## src/rtl/crb_pkg.sv

```systemverilog
package crb_pkg;
  typedef enum logic {ST_IDLE = 1'b0, ST_RUN = 1'b1} run_st_e;
endpackage

```

## src/rtl/crb_ctrl.sv

```systemverilog
module crb_ctrl
  import crb_pkg::*;
#(
  parameter int                WORD_W = 8,
  parameter int                ERR_W  = 8,
  parameter logic [WORD_W-1:0] GOLDEN = 8'h5A
) (
  input  logic              clk_i,
  input  logic              rst_ni,
  input  logic              cont_mode_i,
  input  logic              start_i,
  input  logic              done_i,
  input  logic [WORD_W-1:0] sig_i,
  output logic              load_o,
  output logic              en_o,
  output logic              busy_o,
  output logic              pass_o,
  output logic              fail_o,
  output logic [ERR_W-1:0]  err_cnt_o
);
  localparam logic [ERR_W-1:0] ERR_MAX = '1;

  run_st_e          st_q, st_d;
  logic             launch, finish, match;
  logic             pass_q, fail_q;
  logic [ERR_W-1:0] err_q;

  assign launch = (st_q == ST_IDLE) && (start_i || cont_mode_i);
  assign finish = (st_q == ST_RUN) && done_i;
  assign match  = (sig_i == GOLDEN);
  assign load_o = launch || (finish && cont_mode_i);
  assign en_o   = (st_q == ST_RUN) && !done_i;

  always_comb begin
    st_d = st_q;
    if (finish)      st_d = cont_mode_i ? ST_RUN : ST_IDLE;
    else if (launch) st_d = ST_RUN;
  end

  always_ff @(posedge clk_i or negedge rst_ni) begin
    if (!rst_ni) begin
      st_q   <= ST_IDLE;
      pass_q <= 1'b0;
      fail_q <= 1'b0;
      err_q  <= '0;
    end else begin
      st_q   <= st_d;
      pass_q <= finish && match;
      fail_q <= finish && !match;
      if (finish && !match && err_q != ERR_MAX) err_q <= err_q + 1'b1;
    end
  end

  assign busy_o    = (st_q == ST_RUN);
  assign pass_o    = pass_q;
  assign fail_o    = fail_q;
  assign err_cnt_o = err_q;

  p_one_result_r6: assert property (@(posedge clk_i) disable iff (!rst_ni)
    $onehot0({pass_q, fail_q}));
  p_result_src_r6: assert property (@(posedge clk_i) disable iff (!rst_ni)
    (pass_q || fail_q) |-> $past(st_q == ST_RUN && done_i));
  p_start_ignored_r9: assert property (@(posedge clk_i) disable iff (!rst_ni)
    (st_q == ST_RUN && !done_i) |=> (st_q == ST_RUN));
  p_err_sat_r8: assert property (@(posedge clk_i) disable iff (!rst_ni)
    (err_q == ERR_MAX) |=> (err_q == ERR_MAX));
  p_err_inc_r8: assert property (@(posedge clk_i) disable iff (!rst_ni)
    (fail_q && $past(err_q) != ERR_MAX) |-> (err_q == ERR_W'($past(err_q) + 1'b1)));
endmodule

```

## config.mk

```make
export PLATFORM = sky130hd
export DESIGN_NAME = crb_ctrl
export DESIGN_NICKNAME = d
export VERILOG_FILES = /design/src/rtl/crb_pkg.sv /design/src/rtl/crb_ctrl.sv
export SDC_FILE = /design/constraint.sdc
export NUM_CORES = 1
export LEC_CHECK = 0
export BUFFER_PORTS_ARGS = -buffer_cell sky130_fd_sc_hd__buf_2
export CAP_MARGIN = 5
export CORE_AREA = 3 3 40 42
export DETAILED_ROUTE_END_ITERATION = 8
export DIE_AREA = 0 0 43 45
export GPL_TIMING_DRIVEN = 1
export PLACE_DENSITY_LB_ADDON = 0.25
export SYNTH_ARGS = -nofsm -noshare
export SYNTH_HDL_FRONTEND = slang
export SYNTH_SLANG_ARGS = --single-unit
export TNS_END_PERCENT = 20
```

## constraint.sdc

```tcl
create_clock -name clk_i -period 1.9 [get_ports clk_i]
set_clock_uncertainty 0.05 [all_clocks]
set_input_delay 0.475 -clock clk_i [delete_from_list [all_inputs] [get_ports clk_i]]
set_output_delay 0.475 -clock clk_i [all_outputs]
set_load 0.005 [all_outputs]
```

==> run metrics <==
status=finished, final reports clean; final HPWL from detailed placement=856 um; YS warnings=0; GPL Wtd Cong=0.798; DR vias/cell=4.92; cell taking the most area after synthesis=dfrtp_1; first-pass GRT wire length=1780 um; H-tree levels=1; power after layout=0.775 mW; Remaining DRCs=0; FF-to-FF setup slack=0.28 ns; syn avg cell area=11.3 um2; num rows=13; crit-path max FO=4; part of the Yosys area used for sequential elements=49.8%; 1st-pass router iterations=4; post-CTS setup buffers=0; Initial Util=43.0%; Post-DRT Antenna Nets=0; CTS Hold Bufs=0; vias=458; initial antenna violation count=0; Switch Pwr=0.265 mW; Final Hold Fails=0; Area contributors post-synth=dfrtp_1 50%, xor2_1 4.8%, mux2_1 4.1%, a31oi_1 3.4%, nand2_1 3.4%; TritonCTS clock tree=built; r2r startpoint=err_cnt_o[0]$_DFFE_PN0P_; Slew @ Worst Pin=0.242 ns; clock power share=20.1%; gr ovfl total=0; synth-to-layout area growth=30.8%; clk sinks=11; CP startpoint kind=register; Final Cycle Share=85.1%; Synth Cell Area=553 um2; die area=1940 um2; RSZ-0062 raised after global routing=false; FMAX=0.618 GHz; I/O Pins=26; clk_lat worst skew=0.27 ns; clock root cell=clkbuf_4; synthesized net count=63; Port Buf Inserts=25; largest net degree at the start of global routing=12; required time of the critical path=2.00 ns; Flop pwr share=49.4%; maxcap violations=0; ratio of cells with drive above 1 in the final layout=43.6%; Crit. End Element=register; total negative slack=0 ns; Switching Fraction=34.1%; initial DRC count=5; Mapped Cells=49; Critical R2R Capture=err_cnt_o[3]$_DFFE_PN0P_; crit path DAT=1.72 ns; Die W=43 um; Setup Viol. Count Final=0; clk buf depth=2; hold crit path type=input pin to async pin; count of final max-slew check failures=0; Yosys cell types=22; DRT Wirelength=1060 um; GRT Total Usage=12.9%; Slew headroom=83.8%; Synth Register Bits=11; ant diodes=0; Internal=0.511 mW; WL/cell=11.4 um; most frequent cells in the layout=25 x buf_2, 11 x dfrtp_1, 5 x nand2_1, 4 x nor2_1; vias in the first global route=421; Core Area=1280 um2; PD cells=1070 nW/um2; Peak VDD IR=0.637 mV; Clock transition at path regs=0.07 ns; CTS resizes=0; r2r worst-path depth=5; commonest non-fill, non-tap cell in the layout=buf_2; combinational cell fraction of total power=30.5%; Num CTS Buffers=3; final net count=93; min cycle time layout=1.62 ns; Leak Pwr=0.373 nW; post-synth top area share=49.8%; Setup Crit Path Kind=register to register; die height=45 um
## layer usage
metal | GRT usage (%) | part of all wire (%) | vias up
met5 | 0 | 0 | -
li1 | - | - | 237
met3 | 7.57 | 8.2 | 2
met4 | 5.42 | 1.2 | 0
met1 | 13.6 | 40 | 207
met2 | 21.3 | 50 | 12
## synth_stat cells
master,n
a31oi_1,3
ha_1,1
nand3_1,3
inv_1,2
and4bb_4,1
nor2b_1,1
and4bb_2,1
nand4_1,2
a211o_1,1
nor2b_4,1
nor2_1,4
nand2_1,5
dfrtp_1,11
a41oi_1,1
nor3b_2,1
a21oi_1,2
nor2_2,1
mux2_1,2
xor2_1,3
and4bb_1,1
a21oi_4,1
o21ai_0,1
## through the flow
step                area [um2]  utilization, %  setup WS [ns]  instances  hold slack [ns]
global route               723            56.3          0.173         93           0.0168
finish                     723            56.3          0.282         93          0.00576
floorplan                  553               -          0.302         49            0.129
CTS                        723            56.3          0.266         93           0.0118
global placement           697            54.2          0.163         89            0.305
detailed placement         697            54.2          0.142         89            0.307
## cell type report
class                   instances  area, um2
flip-flops and latches         11        275
multi-input cells              36        270
fillers                       117        562
inverters                       2       7.51
clock buffers                   4       26.3
well taps                      15       18.8
repair buffers                 25        125
## critical path: stages (launching register included)
cell	delay (ns)
dfrtp_1	0.39
ha_1	0.23
nand4_1	0.17
nor2_2	0.25
and4bb_2	0.26
xor2_1	0.14
## cell families (layout without fill, tap and decap cells)
logic type      count (synthesis)  count (layout)  share of synthesized area, %
compound gates                  9               9                          12.2
xor+xnor                        3               3                          4.75
fa+ha+maj                       1               1                          2.26
buf+inv                         2              31                          1.36
flops                          11              11                          49.8
mux                             2               2                          4.07
simple gates                   21              21                          25.6
## power by group through the flow
stage | clock network [mW] | logic, mW | registers [mW]
after floorplan | 0 | 0.125 | 0.387
after global placement | 0 | 0.237 | 0.386
after detailed placement | 0 | 0.241 | 0.386
after CTS | 0.163 | 0.243 | 0.383
after global routing | 0.171 | 0.272 | 0.400
final | 0.156 | 0.236 | 0.383
## how the worst max path moves through the flow
| stage | start | to | slack (ns) | cells after the start |
|---|---|---|---|---|
| after floorplan | sig_i[2] | err_cnt_o[1]$_DFFE_PN0P_ | 0.30 | 4 |
| after global placement | sig_i[4] | err_cnt_o[1]$_DFFE_PN0P_ | 0.16 | 5 |
| after detailed placement | sig_i[4] | err_cnt_o[1]$_DFFE_PN0P_ | 0.14 | 5 |
| after CTS | err_cnt_o[0]$_DFFE_PN0P_ | err_cnt_o[3]$_DFFE_PN0P_ | 0.27 | 5 |
| after global routing | err_cnt_o[0]$_DFFE_PN0P_ | err_cnt_o[3]$_DFFE_PN0P_ | 0.17 | 5 |
| final | err_cnt_o[0]$_DFFE_PN0P_ | err_cnt_o[3]$_DFFE_PN0P_ | 0.28 | 5 |
## registers in the layout, summed over array words and instances, names as in the netlist
signal,cells
fail_o,1
err_cnt_o,8
busy_o,1
pass_o,1
(Power assumes the default switching activity.)
